`config.mk`:
```
export PLATFORM = sky130hd
export DESIGN_NAME = i2c_cmd_sequencer
export DESIGN_NICKNAME = d
export VERILOG_FILES = /design/src/rtl/i2c_seq_pkg.sv /design/src/rtl/i2c_seq_divider.sv /design/src/rtl/i2c_seq_ctrl.sv /design/src/rtl/i2c_cmd_sequencer.sv
export SDC_FILE = /design/constraint.sdc
export NUM_CORES = 1
export LEC_CHECK = 0
export BUFFER_PORTS_ARGS = -buffer_cell sky130_fd_sc_hd__buf_2
export CAP_MARGIN = 20
export CORE_ASPECT_RATIO = 1.2
export CORE_MARGIN = 10
export CORE_UTILIZATION = 35
export DETAILED_ROUTE_END_ITERATION = 6
export PLACE_DENSITY = 0.65
export SETUP_SLACK_MARGIN = 0.5
export SLEW_MARGIN = 30
export SYNTH_ARGS = -nofsm -noshare
export SYNTH_HDL_FRONTEND = slang
export SYNTH_SLANG_ARGS = --single-unit
```
`constraint.sdc`:
```
create_clock -name clk -period 3.4 [get_ports clk]
set_clock_uncertainty 0.1 [all_clocks]
set_input_delay 0.17 -clock clk [delete_from_list [all_inputs] [get_ports clk]]
set_output_delay 0.17 -clock clk [all_outputs]
set_load 0.1 [all_outputs]
```
`src/rtl/i2c_seq_pkg.sv`:
```
package i2c_seq_pkg;

  typedef enum logic [1:0] {
    OP_START = 2'd0,
    OP_STOP  = 2'd1,
    OP_WRITE = 2'd2,
    OP_READ  = 2'd3
  } eng_op_t;

  typedef enum logic [3:0] {
    S_IDLE,
    S_DIV,
    S_DESC,
    S_START,
    S_WSTART,
    S_ADDR,
    S_WADDR,
    S_WRGET,
    S_BYTE,
    S_WBYTE,
    S_STOP,
    S_WSTOP,
    S_FIN
  } seq_state_t;

endpackage

```
`src/rtl/i2c_seq_divider.sv`:
```
module i2c_seq_divider #(
  parameter int SPD_W     = 16,
  parameter int NUMER     = 1000,
  parameter int FLOOR     = 12,
  parameter int DEF_SPEED = 50,
  parameter int DLY_W     = 10
) (
  input  logic             clk,
  input  logic             rst,
  input  logic             start,
  input  logic [SPD_W-1:0] speed,
  output logic             fin,
  output logic [DLY_W-1:0] delay
);

  localparam int REM_W   = SPD_W + 1;
  localparam int CNT_W   = $clog2(DLY_W + 1);
  localparam int DEF_Q   = NUMER / DEF_SPEED;
  localparam int DEF_DLY = (DEF_Q < FLOOR) ? FLOOR : DEF_Q;

  logic [DLY_W-1:0] num_q, quo_q, quo_next;
  logic [SPD_W-1:0] den_q;
  logic [REM_W-1:0] rem_q, shifted, diff;
  logic [CNT_W-1:0] cnt_q;
  logic             run_q, ge;

  always_comb begin
    shifted  = {rem_q[SPD_W-1:0], num_q[DLY_W-1]};
    ge       = shifted >= {1'b0, den_q};
    diff     = shifted - {1'b0, den_q};
    quo_next = {quo_q[DLY_W-2:0], ge};
  end

  always_ff @(posedge clk) begin
    if (rst) begin
      run_q <= 1'b0;
      fin   <= 1'b0;
      delay <= DLY_W'(DEF_DLY);
      num_q <= '0;
      quo_q <= '0;
      den_q <= '0;
      rem_q <= '0;
      cnt_q <= '0;
    end else begin
      fin <= 1'b0;
      if (start && !run_q) begin
        run_q <= 1'b1;
        num_q <= DLY_W'(NUMER);
        den_q <= (speed == '0) ? SPD_W'(DEF_SPEED) : speed;
        rem_q <= '0;
        quo_q <= '0;
        cnt_q <= CNT_W'(DLY_W);
      end else if (run_q) begin
        rem_q <= ge ? diff : shifted;
        quo_q <= quo_next;
        num_q <= num_q << 1;
        cnt_q <= cnt_q - 1'b1;
        if (cnt_q == CNT_W'(1)) begin
          run_q <= 1'b0;
          fin   <= 1'b1;
          delay <= (quo_next < DLY_W'(FLOOR)) ? DLY_W'(FLOOR) : quo_next;
        end
      end
    end
  end

endmodule

```
`src/rtl/i2c_seq_ctrl.sv`:
```
module i2c_seq_ctrl
  import i2c_seq_pkg::*;
#(
  parameter int SPD_W = 16,
  parameter int CNT_W = 4,
  parameter int LEN_W = 8
) (
  input  logic             clk,
  input  logic             rst,
  input  logic             cmd_start,
  input  logic [SPD_W-1:0] cmd_speed,
  input  logic [CNT_W-1:0] cmd_count,
  output logic             div_start,
  output logic [SPD_W-1:0] div_speed,
  input  logic             div_fin,
  input  logic             desc_valid,
  output logic             desc_ready,
  input  logic [6:0]       desc_addr,
  input  logic             desc_read,
  input  logic [LEN_W-1:0] desc_len,
  input  logic             wr_valid,
  output logic             wr_ready,
  input  logic [7:0]       wr_data,
  output logic             rd_valid,
  output logic [7:0]       rd_data,
  output logic             eng_req,
  output logic [1:0]       eng_op,
  output logic [7:0]       eng_wdata,
  output logic             eng_rd_ack,
  input  logic             eng_done,
  input  logic             eng_ok,
  input  logic [7:0]       eng_rdata,
  output logic             done,
  output logic             success
);

  seq_state_t       state;
  logic [CNT_W-1:0] remain_q;
  logic [LEN_W-1:0] left_q;
  logic [6:0]       addr_q;
  logic [7:0]       byte_q;
  logic             rd_q, last_q, fail_q;

  assign desc_ready = (state == S_DESC);
  assign wr_ready   = (state == S_WRGET);

  always_ff @(posedge clk) begin
    if (rst) begin
      state      <= S_IDLE;
      remain_q   <= '0;
      left_q     <= '0;
      addr_q     <= '0;
      byte_q     <= '0;
      rd_q       <= 1'b0;
      last_q     <= 1'b0;
      fail_q     <= 1'b0;
      div_start  <= 1'b0;
      div_speed  <= '0;
      rd_valid   <= 1'b0;
      rd_data    <= '0;
      eng_req    <= 1'b0;
      eng_op     <= OP_START;
      eng_wdata  <= '0;
      eng_rd_ack <= 1'b0;
      done       <= 1'b0;
      success    <= 1'b0;
    end else begin
      div_start <= 1'b0;
      rd_valid  <= 1'b0;
      eng_req   <= 1'b0;
      done      <= 1'b0;
      case (state)
        S_IDLE: begin
          if (cmd_start) begin
            remain_q  <= cmd_count;
            div_speed <= cmd_speed;
            fail_q    <= 1'b0;
            div_start <= 1'b1;
            state     <= S_DIV;
          end
        end
        S_DIV: begin
          if (div_fin) state <= (remain_q == '0) ? S_FIN : S_DESC;
        end
        S_DESC: begin
          if (desc_valid) begin
            addr_q   <= desc_addr;
            rd_q     <= desc_read;
            left_q   <= desc_len;
            last_q   <= (remain_q == CNT_W'(1));
            remain_q <= remain_q - 1'b1;
            state    <= S_START;
          end
        end
        S_START: begin
          eng_req <= 1'b1;
          eng_op  <= OP_START;
          state   <= S_WSTART;
        end
        S_WSTART: begin
          if (eng_done) begin
            if (eng_ok) state <= S_ADDR;
            else begin
              fail_q <= 1'b1;
              state  <= S_STOP;
            end
          end
        end
        S_ADDR: begin
          eng_req   <= 1'b1;
          eng_op    <= OP_WRITE;
          eng_wdata <= {addr_q, rd_q};
          state     <= S_WADDR;
        end
        S_WADDR: begin
          if (eng_done) begin
            if (!eng_ok) begin
              fail_q <= 1'b1;
              state  <= S_STOP;
            end else if (left_q == '0) begin
              state <= last_q ? S_STOP : S_DESC;
            end else begin
              state <= rd_q ? S_BYTE : S_WRGET;
            end
          end
        end
        S_WRGET: begin
          if (wr_valid) begin
            byte_q <= wr_data;
            state  <= S_BYTE;
          end
        end
        S_BYTE: begin
          eng_req    <= 1'b1;
          eng_op     <= rd_q ? OP_READ : OP_WRITE;
          eng_wdata  <= byte_q;
          eng_rd_ack <= (left_q != LEN_W'(1));
          state      <= S_WBYTE;
        end
        S_WBYTE: begin
          if (eng_done) begin
            if (!eng_ok) begin
              fail_q <= 1'b1;
              state  <= S_STOP;
            end else begin
              if (rd_q) begin
                rd_valid <= 1'b1;
                rd_data  <= eng_rdata;
              end
              left_q <= left_q - 1'b1;
              if (left_q == LEN_W'(1)) state <= last_q ? S_STOP : S_DESC;
              else state <= rd_q ? S_BYTE : S_WRGET;
            end
          end
        end
        S_STOP: begin
          eng_req <= 1'b1;
          eng_op  <= OP_STOP;
          state   <= S_WSTOP;
        end
        S_WSTOP: begin
          if (eng_done) begin
            if (!eng_ok) fail_q <= 1'b1;
            state <= S_FIN;
          end
        end
        S_FIN: begin
          done    <= 1'b1;
          success <= !fail_q;
          state   <= S_IDLE;
        end
        default: state <= S_IDLE;
      endcase
    end
  end

endmodule

```
`src/rtl/i2c_cmd_sequencer.sv`:
```
module i2c_cmd_sequencer #(
  parameter int SPD_W     = 16,
  parameter int CNT_W     = 4,
  parameter int LEN_W     = 8,
  parameter int NUMER     = 1000,
  parameter int FLOOR     = 12,
  parameter int DEF_SPEED = 50,
  parameter int DLY_W     = $clog2(NUMER + 1)
) (
  input  logic             clk,
  input  logic             rst,
  input  logic             cmd_start,
  input  logic [SPD_W-1:0] cmd_speed,
  input  logic [CNT_W-1:0] cmd_count,
  input  logic             desc_valid,
  output logic             desc_ready,
  input  logic [6:0]       desc_addr,
  input  logic             desc_read,
  input  logic [LEN_W-1:0] desc_len,
  input  logic             wr_valid,
  output logic             wr_ready,
  input  logic [7:0]       wr_data,
  output logic             rd_valid,
  output logic [7:0]       rd_data,
  output logic             eng_req,
  output logic [1:0]       eng_op,
  output logic [7:0]       eng_wdata,
  output logic             eng_rd_ack,
  input  logic             eng_done,
  input  logic             eng_ok,
  input  logic [7:0]       eng_rdata,
  output logic [DLY_W-1:0] clk_delay,
  output logic             done,
  output logic             success
);

  logic             div_start, div_fin;
  logic [SPD_W-1:0] div_speed;

  i2c_seq_divider #(
    .SPD_W(SPD_W), .NUMER(NUMER), .FLOOR(FLOOR),
    .DEF_SPEED(DEF_SPEED), .DLY_W(DLY_W)
  ) div_i (
    .clk(clk), .rst(rst), .start(div_start), .speed(div_speed),
    .fin(div_fin), .delay(clk_delay)
  );

  i2c_seq_ctrl #(
    .SPD_W(SPD_W), .CNT_W(CNT_W), .LEN_W(LEN_W)
  ) ctrl_i (
    .clk(clk), .rst(rst),
    .cmd_start(cmd_start), .cmd_speed(cmd_speed), .cmd_count(cmd_count),
    .div_start(div_start), .div_speed(div_speed), .div_fin(div_fin),
    .desc_valid(desc_valid), .desc_ready(desc_ready), .desc_addr(desc_addr),
    .desc_read(desc_read), .desc_len(desc_len),
    .wr_valid(wr_valid), .wr_ready(wr_ready), .wr_data(wr_data),
    .rd_valid(rd_valid), .rd_data(rd_data),
    .eng_req(eng_req), .eng_op(eng_op), .eng_wdata(eng_wdata),
    .eng_rd_ack(eng_rd_ack), .eng_done(eng_done), .eng_ok(eng_ok),
    .eng_rdata(eng_rdata), .done(done), .success(success)
  );

endmodule

```
### After elaboration in Yosys (flattened, before gate mapping)

Cells that the tools add are included.

| word-level totals | value |
|---|---|
| register bits | 138 |
| output and inout port bits | 35 |
| input bits | 59 |
| logic and storage cells | 141 |

| operators by class | value |
|---|---|
| bitwise logic cells | 6 |
| reductions and logical operators | 28 |
| eq/ne operators | 27 |
| muxes and demuxes | 46 |
| add/subtract/negate cells | 4 |
| $lt $le $gt $ge | 2 |

Operators by type and width:

| cell | count |
|---|---|
| 4-bit two-way mux | 20 |
| 4-bit one-hot mux with 12 select lines | 1 |
| 16-bit two-way mux | 2 |
| 8-bit one-hot mux with 2 select lines | 2 |
| 10-bit two-way mux | 3 |
| 8-bit two-way mux | 3 |
| 4-bit == test (second input constant) | 5 |
| 2-bit inequality test (second input constant) | 10 |
| 17-bit by 16-bit >= comparator with 1-bit output | 1 |
| 4-bit by 3-bit == test with 1-bit output (second input constant) | 4 |
| 16-bit zero test | 1 |
| 16-bit subtractor | 1 |
| 4-bit by 1-bit == test with 1-bit output (second input constant) | 3 |
| 1-bit two-way mux | 12 |
| 4-bit AND reduction | 3 |
| 4-bit OR reduction | 3 |
| 10-bit by 4-bit < comparator with 1-bit output (second input constant) | 1 |
| 2-bit nonzero test | 5 |
| 4-bit by 2-bit == test with 1-bit output (second input constant) | 2 |
| 8-bit by 1-bit == test with 1-bit output (second input constant) | 1 |
| 4-bit zero test | 2 |
| 8-bit zero test | 1 |
| 8-bit by 1-bit inequality test with 1-bit output (second input constant) | 1 |
| 2-bit one-hot mux with 4 select lines | 1 |
| other kinds (14) | 25 |

### Logic depth before layout (Yosys ltp)

Gate-level depths: netlist (run 1).

| logic depth | value |
|---|---|
| word-level depth | 5 |
| depth in mapped cells | 11 |
| depth with buffers taken out | 10 |

### Modules after synthesis

A second synthesis (run 1) with hierarchy kept.

| second synthesis, totals | value |
|---|---|
| cell total of the unflattened synthesis | 843 |
| area total of the unflattened synthesis | 7028.0 µm² |

Modules (own cells, without submodules):

| module | seq. area each (µm²) | area each (µm²) | cells each | instances |
|---|---|---|---|---|
| i2c_seq_ctrl | 1481.4 | 3543.4 | 427 | 1 |
| i2c_seq_divider | 1281.2 | 3484.6 | 416 | 1 |

### Worst setup path after synthesis (run 1)

OpenSTA, ideal clock, no wires.

| timing | value |
|---|---|
| path type | register -> register |
| start point | reg ctrl_i.state[0] |
| end point | reg ctrl_i.byte_q[2] |
| setup time | 0.128 ns |
| buffers on the path | 2 |
| stages on the path, launching flop included | 8 |
| setup slack | 0.156 ns |
| arrival time | 3.017 ns |
| clock period less this slack | 3.244 ns |
| required time | 3.172 ns |
| cell sequence | dfxtp_1 > clkbuf_1 > clkbuf_1 > nand2_1 > nor2_1 > nand2_1 > mux2i_1 > nor2_1 |

| on the way | value |
|---|---|
| longest elaborated chain between the ends | 2 |

Ends and longest elaborated chain:

| what | line | source |
|---|---|---|
| start, declared | i2c_seq_ctrl.sv:37 | `seq_state_t state;` |
| start signal, assigned | i2c_seq_ctrl.sv:83 | `if (div_fin) state <= (remain_q == '0) ? S_FIN : S_DESC;` |
| start signal, assigned | i2c_seq_ctrl.sv:121 | `state <= last_q ? S_STOP : S_DESC;` |
| start signal, assigned | i2c_seq_ctrl.sv:123 | `state <= rd_q ? S_BYTE : S_WRGET;` |
| 4-bit by 3-bit == test with 1-bit output | -- |  |
| net wr_ready | i2c_cmd_sequencer.sv:21 | `output logic wr_ready,` |
| 2-bit AND reduction (no line) | -- |  |
| end signal, assigned | i2c_seq_ctrl.sv:129 | `byte_q <= wr_data;` |
| end, declared | i2c_seq_ctrl.sv:41 | `logic [7:0] byte_q;` |

The timed path passes the listed nets, and every way through them passes these cells.
A chain may end at the register's enable or synchronous reset.

### Final worst setup path (run 1)

| timing | value |
|---|---|
| start point | reg div_i.den_q[13] |
| end point | reg div_i.rem_q[6] |

| on the way | value |
|---|---|
| longest elaborated chain between the ends | 2 |

Ends and longest elaborated chain:

| what | line | source |
|---|---|---|
| start, declared | i2c_seq_divider.sv:22 | `logic [SPD_W-1:0] den_q;` |
| start signal, assigned | i2c_seq_divider.sv:49 | `den_q <= (speed == '0) ? SPD_W'(DEF_SPEED) : speed;` |
| 17-bit by 16-bit >= comparator with 1-bit output | i2c_seq_divider.sv:29 | `ge = shifted >= {1'b0, den_q};` |
| 16-bit two-way mux | i2c_seq_divider.sv:54 | `rem_q <= ge ? diff : shifted;` |
| end signal, assigned | i2c_seq_divider.sv:54 |  |
| end, declared | i2c_seq_divider.sv:23 | `logic [REM_W-1:0] rem_q, shifted, diff;` |

No other way between the ends.

==> results.cfg, run 1 <==
[hold_path]
holdCritPathClass = in2reg
holdPathEnd = ctrl_i.left_q[3]
worstHoldPathCells = 5
hp-start = desc_len[3]

[sta]
rsz0062_at_grt = no
drv_slew = 0
post-route-period-util = 0.805
max_slew_margin = 0.457
period_needed_ns = 2.74
tns_ns = 0
tightest_slew_ns = 0.814
fmax_mhz = 366
hold_viol_final = 0
finalSetupViolations = 0
worst_slack_ns = 0.664

[yosys]
synth-async-reset-ratio = 0
syn_inst = 832
ys_ff_latch = 138
ys_seq_area_frac = 0.414
syn_nets = 915
synth-edff-count = 0
ys.flop_type = dfxtp_1
netlist_area_um2 = 6670
syn_avg_cell_area_um2 = 8.02
yosys.cell_types.count = 58
yosysWarningCount = 0

[critical_path]
cp_max_fo = 10
crit_family = simple AND/OR/NAND/NOR gates
r2r_cells = 10
crit_path_end_kind = flip-flop
worstSetupPathType = reg2reg
cp.buffers_inverters = 2
critPathArrivalTime_ns = 2.93
cp_slowest_cell = or4_4
crit_cells = 10
critPathRequiredTime_ns = 3.59
worst_r2r_startpoint = div_i.den_q[13]
r2r_slack_ns = 0.66
worst_path_largest_cell_delay_ns = 0.52
worstPathCellList = inv_1 > ha_2 > nand4_2 > or4_4 > nor4_2 > nor4_1 > o21ai_2 > buf_6 > mux2i_1 > a211oi_1
r2r_end = div_i.rem_q[6]
startpoint_type = flip-flop

[power]
internal_power_mw = 4.53
pwr-share-seq = 0.275
p_total_mw = 7.58
p_leak_nw = 3.45
p_sw_frac = 0.402
pwr_density_cell_nw_per_um2 = 894
p_comb_frac = 0.471
worst_ir_drop_vdd_v = 0.000460
p_switching_mw = 3.05
power.share.clock = 0.254

[clocking]
clk_latency_ns = 0.42
tritoncts = done
clock-root-buffer = clkbuf_16
cts_buffer_depth = 2
clock_sinks = 138
h-tree-depth = 4
cts_made_buffers = 17
clk_pin_slew_ns = 0.07

[final_layout]
fin_nets = 1043
drive_gt1_frac = 0.163
final_cell_area_um2 = 8480
syn_to_final_growth_pct = 27.2
layout_common_cells = dfxtp_1, nand2_1, nor2_1, buf_2, a21oi_1
final_common_cell = dfxtp_1

[global_route]
grt_pass1_wl_um = 30400
first_global_vias = 6053
gr-total-overflow = 0
antenna_found_initial = 1
grt.total_usage = 0.148
grt_start_max_net_pins = 62

[floorplanning]
core_um2 = 18800
die_h_um = 171
rows = 55
die_w_um = 146
initial_utilization = 0.355
dieArea_um2 = 25000
ios = 94

[detailed_routing]
drt-initial-drc-count = 396
routedWlPerCell_um = 15.0
dr.pass1.iters = 5
detail_route.vias_per_cell = 5.04
drcViolationCount = 0
wirelength_um = 18500
route.vias.total = 6198
antenna_left = 0

[placement]
gp_congestion = 0.858
placed_cell_area_um2 = 7390
pre_cts_slack_ns = 0.462
dp_hpwl_um = 12700
io_buffers = 93

[outcome]
outcome = completed

[job]
maxCapViolations = 0
how the worst max path moves through the flow:
stage / from / end
2_1_floorplan: ctrl_i.state[0] / ctrl_i.byte_q[2]
3_3_place_gp: div_i.den_q[13] / div_i.rem_q[12]
3_5_place_dp: div_i.den_q[13] / div_i.rem_q[12]
4_1_cts: div_i.den_q[13] / div_i.rem_q[8]
5_1_grt: div_i.den_q[13] / div_i.rem_q[10]
6_report: div_i.den_q[13] / div_i.rem_q[6]
through the flow:
step	hold WS (ns)	utilization	instances
after global routing	0.0368	0.451	1229
after CTS	0.00178	0.450	1227
after floorplan	0.206	-	832
after global placement	0.297	0.393	1149
after detailed placement	0.312	0.393	1149
final	0.0165	0.451	1230
cells by family after synthesis:
kind of cell               share of synthesized area
buffers and inverters                         0.0480
adders and majority gates                     0.0462
AOI/OAI and AO/OA                              0.183
xor gates and xnor gates                      0.0184
muxes                                         0.0737
and+or+nand+nor                                0.216
DFF                                            0.414
timing repair:
action                                  CTS  global route
pin swaps                                 0             0
endpoints found under the setup margin    9             4
hold buffers                             44             0
gates cloned                              0             0
gates resized for setup                   1             3
hold endpoints to repair                 44             0
buffers inserted                          2             2
registers in the layout, indices dropped and copies added, names as in the netlist, 2 cells and up:
register          flops
ctrl_i.left_q         8
ctrl_i.state          4
ctrl_i.rd_data        8
div_i.delay          10
div_i.cnt_q           4
ctrl_i.byte_q         8
ctrl_i.eng_op         2
div_i.quo_q           9
ctrl_i.eng_wdata      8
div_i.num_q           7
div_i.den_q          16
ctrl_i.remain_q       4
div_i.rem_q          16
ctrl_i.div_speed     16
ctrl_i.addr_q         7
cell type report:
cell class / instances / area (um2)
fill: 1821 / 10300
multi-input combinational: 612 / 3600
sequential: 138 / 2760
timing repair buffer: 157 / 1060
clock buffer: 19 / 443
tap: 256 / 320
clock inverter: 13 / 166
inverter: 34 / 128
antenna: 1 / 2.50
power by group through the flow:
stage	Sequential, mW	Clock, mW	Combinational, mW
after floorplan	2.25	0	2.52
after global placement	2.11	0	3.24
after detailed placement	2.11	0	3.27
after CTS	2.08	1.97	3.45
after global routing	2.12	2.03	3.91
final	2.08	1.93	3.57
Yosys cell counts (11+ instances only):
library cell	number	share of area
nor3_1	17	0.013
mux2i_1	48	0.072
dfxtp_1	138	0.41
a211oi_1	33	0.037
inv_1	34	0.019
ha_1	23	0.043
nor2_1	113	0.064
nand2_1	135	0.076
o21ai_0	30	0.023
a21oi_1	79	0.059
nand3_1	11	0.0083
clkbuf_1	40	0.023
routing by layer:
metal,vias up,wire length (um),track usage
li1,3143,-,-
met1,2885,7900,0.167
met2,141,9290,0.260
met3,27,912,0.0410
met4,2,370,0.0580
met5,-,14,0
worst reg2reg max path: stages, from the launching register on:
cell      delay, ns
dfxtp_1        0.32
inv_1          0.04
ha_2           0.39
nand4_2        0.16
or4_4          0.53
nor4_2         0.31
nor4_1         0.12
o21ai_2        0.11
buf_6          0.21
mux2i_1        0.22
a211oi_1       0.09
No activity file was read; power rests on OpenSTA's default activity.
==> inputs of run 2 (changes only) <==
==> constraint.sdc (replaced) <==
create_clock -name clk -period 2.8 [get_ports clk]
set_clock_uncertainty 0.1 [all_clocks]
set_input_delay 0.14 -clock clk [delete_from_list [all_inputs] [get_ports clk]]
set_output_delay 0.14 -clock clk [all_outputs]
set_load 0.1 [all_outputs]
==> run 2 against run 1 <==
  * Die area did not move
  * Total power rose by 42%
  * Routed wire length rose by 4.1%
  * Sequential power rose by 21%
  * Register-to-register slack got worse by 0.36 ns
  * Clock power rose by 34%
  * Largest cell class unchanged
==> results.cfg, run 2 (synthesis gave the netlist of run 1 again) <==
[clocking]
clock-root-buffer = clkbuf_16
clk_pin_slew_ns = 0.06
clock_sinks = 138
tritoncts = done
cts_buffer_depth = 2
cts_made_buffers = 17
clk_latency_ns = 0.42
h-tree-depth = 4

[sta]
period_needed_ns = 2.50
hold_viol_final = 0
finalSetupViolations = 0
tns_ns = 0
tightest_slew_ns = 0.881
post-route-period-util = 0.893
rsz0062_at_grt = yes
fmax_mhz = 400
max_slew_margin = 0.410
drv_slew = 0
holdWs_ns = 0.0243

[global_route]
grt_start_max_net_pins = 62
grt_pass1_wl_um = 31000
gr-total-overflow = 0
antenna_found_initial = 1
grt.total_usage = 0.150
first_global_vias = 6211

[job]
maxCapViolations = 0

[floorplanning]
ios = 94
core_um2 = 18800
die_w_um = 146
dieArea_um2 = 25000
rows = 55
die_h_um = 171
initial_utilization = 0.355

[power]
power.share.clock = 0.241
worst_ir_drop_vdd_v = 0.000734
pwr-share-seq = 0.234
pwr_density_cell_nw_per_um2 = 1190
p_switching_mw = 4.09
p_comb_frac = 0.525
p_leak_nw = 3.67
internal_power_mw = 6.65
p_sw_frac = 0.381

[critical_path]
startpoint_type = flip-flop
worstSetupPathType = reg2reg
critPathArrivalTime_ns = 2.69
critPathRequiredTime_ns = 2.99
cp_max_fo = 6
crit_path_end_kind = flip-flop
worst_r2r_startpoint = div_i.den_q[12]
cp-startpoint = div_i.den_q[12]

[detailed_routing]
wirelength_um = 19200
drcViolationCount = 0
drt-initial-drc-count = 367
dr.pass1.iters = 5
routedWlPerCell_um = 15.3
detail_route.vias_per_cell = 5.11
route.vias.total = 6444
antenna_left = 0

[final_layout]
final_common_cell = nand2_1
finish.utilization = 0.482
syn_to_final_growth_pct = 35.8
fin_nets = 1073
drive_gt1_frac = 0.208
reg_top3 = ctrl_i.div_speed (16), div_i.den_q (16), div_i.rem_q (16)
layout_common_cells = nand2_1, dfxtp_1, nor2_1, buf_2, a21oi_1

[outcome]
outcome = completed

[placement]
gp_congestion = 0.904
dp_hpwl_um = 13100
io_buffers = 93

[hold_path]
holdCritPathClass = in2reg
hp-start = desc_len[2]
-- run 2: changes by cell type in the layout (fill, tap and decap cells not counted), sizes merged --
cell	delta
clkinvlp	-1
clkinv	-1
dlygate4sd3	+8
buf	+21
clkbuf	+3
bufinv	+3
inv	-3
-- run 2: per-layer routing --
layer / part of all wire / vias to the layer above / GRT usage
li1: - / 3205 / -
met1: 0.42 / 3060 / 0.166
met2: 0.51 / 146 / 0.265
met3: 0.046 / 33 / 0.0447
met4: 0.022 / 0 / 0.0593
met5: 0 / - / 0
-- run 2: path summary, 6_finish.rpt --
check / cells past startpoint / slack (ns) / end
worst max-delay path: 10 / 0.30 / div_i.rem_q[14]
worst max register to register: 10 / 0.30 / div_i.rem_q[14]
worst min register to register: 2 / 0.35 / div_i.delay[8]
worst min-delay path: 5 / 0.02 / ctrl_i.left_q[2]
-- run 2: power by group through the flow --
stage,Clock (mW),Combinational [mW],Sequential (mW)
final,2.59,5.64,2.51
after global routing,2.71,6.10,2.55
after CTS,2.64,4.76,2.50
after detailed placement,0,4.31,2.53
after global placement,0,4.27,2.53
after floorplan,0,3.16,2.73
-- run 2: per-stage QoR --
step                      instances  power [mW]  worst slack [ns]  instance area [um2]
after global routing           1259        11.4             0.237                 9060
after CTS                      1250        9.89             0.409                 8860
after detailed placement       1160        6.83             0.217                 7530
final                          1260        10.7             0.300                 9060
after global placement         1160        6.80             0.264                 7530
after floorplan                 832        5.89             0.479                 6730
-- run 2: final cells by class --
type                       count  area (um2)
antenna                        1        2.50
multi-input combinational    612        3800
sequential                   138        2770
clock buffer                  21         460
clock inverter                11         215
timing repair buffer         187        1360
fill                        1758        9730
tap                          256         320
inverter                      34         131
-- run 2: worst max-delay path, cell delays in order, from the launching register on --
cell     delay (ns)
dfxtp_2        0.33
inv_2          0.04
ha_4           0.29
nand4_4        0.10
or4_4          0.52
buf_4          0.17
o21ai_4        0.26
buf_12         0.17
buf_4          0.11
mux2i_1        0.17
o21ai_0        0.10
-- run 2: timing repair --
item	in CTS	in global routing
buffers inserted	6	8
endpoints found under the setup margin	19	26
hold endpoints to repair	51	0
hold buffers	52	0
pin swaps	1	10
gates cloned	0	1
gates resized for setup	21	22
==> inputs of run 3 (changes only) <==
--- a/config.mk
+++ b/config.mk
@@ -11,7 +11,7 @@
 export CORE_MARGIN = 10
 export CORE_UTILIZATION = 35
 export DETAILED_ROUTE_END_ITERATION = 6
-export PLACE_DENSITY = 0.65
+export PLACE_DENSITY = 0.55
 export SETUP_SLACK_MARGIN = 0.5
 export SLEW_MARGIN = 30
 export SYNTH_ARGS = -nofsm -noshare
==> run 3 against run 2 <==
  * Global-route usage down 0.20 points
  * Critical path depth did not move
  * Routed wire length fell by 4.1%
  * Non-clock buffer count decreased by 9
  * Sequential share of layout area is 0.64 points higher
  * Die area unchanged
  * Design area decreased by 2.0%
  * Sequential power rose by 2%
  * Critical endpoint is now div_i.rem_q[5]
==> results.cfg, run 3 (synthesis gave the netlist of run 1 again) <==
[critical_path]
crit_family = simple AND/OR/NAND/NOR gates
cp-startpoint = div_i.den_q[12]
cp_max_fo = 6
crit_cells = 10
cp.buffers_inverters = 2
critPathArrivalTime_ns = 2.56
worst_path_largest_cell_delay_ns = 0.52
worstSetupPathType = reg2reg
cp_slowest_cell = or4_4
startpoint_type = flip-flop
r2r_cells = 10
worstPathCellList = inv_2 > ha_4 > nand4_4 > or4_4 > nor4_4 > nor4_2 > o21ai_2 > buf_6 > mux2i_2 > a211oi_2
worst_r2r_startpoint = div_i.den_q[12]
r2r_slack_ns = 0.44
crit_path_end_kind = flip-flop
critPathRequiredTime_ns = 3.00

[clocking]
clock_sinks = 138
h-tree-depth = 4
clock-root-buffer = clkbuf_16
cts_made_buffers = 17
tritoncts = done
clk_pin_slew_ns = 0.06
clk_latency_ns = 0.43
cts_buffer_depth = 2

[global_route]
gr-total-overflow = 0
first_global_vias = 6295
grt.total_usage = 0.148
grt_pass1_wl_um = 30900
grt_start_max_net_pins = 66
antenna_found_initial = 0

[final_layout]
syn_to_final_growth_pct = 33.2
finish.utilization = 0.473
fin_cells = 1250
drive_gt1_frac = 0.205
final_cell_area_um2 = 8880
n_antenna_cell = 0
layout_common_cells = nand2_1, dfxtp_1, nor2_1, buf_2, a21oi_1
fin_nets = 1064
reg_top3 = ctrl_i.div_speed (16), div_i.den_q (16), div_i.rem_q (16)
final_common_cell = nand2_1

[sta]
fmax_mhz = 424
rsz0062_at_grt = yes
worst_slack_ns = 0.441
tightest_slew_ns = 0.766
tns_ns = 0
hold_viol_final = 0
max_slew_margin = 0.487
post-route-period-util = 0.843
drv_slew = 0
finalSetupViolations = 0
holdWs_ns = 0.00623
period_needed_ns = 2.36

[floorplanning]
core_um2 = 18800
rows = 55
die_w_um = 146
ios = 94
initial_utilization = 0.355
die_h_um = 171
dieArea_um2 = 25000

[detailed_routing]
drcViolationCount = 0
antenna_left = 0
dr.pass1.iters = 4
routedWlPerCell_um = 14.8
drt-initial-drc-count = 280
detail_route.vias_per_cell = 4.92
wirelength_um = 18400
route.vias.total = 6144

[placement]
pre_cts_slack_ns = 0.275
gp_congestion = 0.813
io_buffers = 93
placed_cell_area_um2 = 7480
dp_hpwl_um = 13100
dp.cells = 1155

[power]
p_leak_nw = 3.59
p_total_mw = 9.74
worst_ir_drop_vdd_v = 0.000511
pwr_density_cell_nw_per_um2 = 1100

[job]
maxCapViolations = 0

[hold_path]
hp-start = cmd_count[2]
holdCritPathClass = in2reg
worstHoldPathCells = 5

[outcome]
outcome = completed
run 3: changes by cell type in the layout (fill, tap and decap cells not counted), moves of 2 or more:
cell / delta
buf_4: -7
o21ai_1: +3
buf_12: -2
bufinv_16: -2
clkbuf_1: -2
clkbuf_8: -2
clkinv_2: +2
clkinv_4: +2
dfxtp_1: -2
dfxtp_2: +2
ha_1: -2
o21ai_0: -2
run 3: worst register-to-register path: stages, from the launching register on:
cell	delay, ns
dfxtp_2	0.33
inv_2	0.04
ha_4	0.29
nand4_4	0.11
or4_4	0.52
nor4_4	0.15
nor4_2	0.09
o21ai_2	0.12
buf_6	0.18
mux2i_2	0.22
a211oi_2	0.09
run 3: final cells by class:
cell class / instances / area (um2)
inverter: 34 / 131
clock inverter: 15 / 199
clock buffer: 17 / 425
fill: 1820 / 9910
multi-input combinational: 612 / 3780
timing repair buffer: 178 / 1250
sequential: 138 / 2770
tap: 256 / 320
run 3: routing by layer:
| layer | share of wire | wire, um | global-route usage |
|---|---|---|---|
| met5 | 0 | 0 | 0 |
| met4 | 0.015 | 283 | 0.0571 |
| met3 | 0.038 | 704 | 0.0373 |
| met2 | 0.49 | 9110 | 0.259 |
| met1 | 0.45 | 8340 | 0.170 |
run 3: what timing repair did:
| item | 4_1_cts | 5_1_grt |
|---|---|---|
| setup endpoints to repair | 19 | 30 |
| pin swaps | 5 | 6 |
| setup buffers | 6 | 3 |
| gates resized for setup | 21 | 21 |
| hold endpoints to repair | 52 | 0 |
| hold buffers | 53 | 0 |
| cloned | 1 | 0 |
run 3: final timing paths:
kind,end
worst min-delay path,ctrl_i.remain_q[2]
worst max-delay path,div_i.rem_q[5]
worst min register to register,div_i.den_q[2]
worst max register to register,div_i.rem_q[5]
run 3: where the power goes:
group / leakage, nW / internal [mW] / switching, mW
clock network: 0.303 / 1.49 / 0.894
registers: 1.12 / 2.26 / 0.306
logic: 2.16 / 2.18 / 2.61
total: 3.59 / 5.93 / 3.81
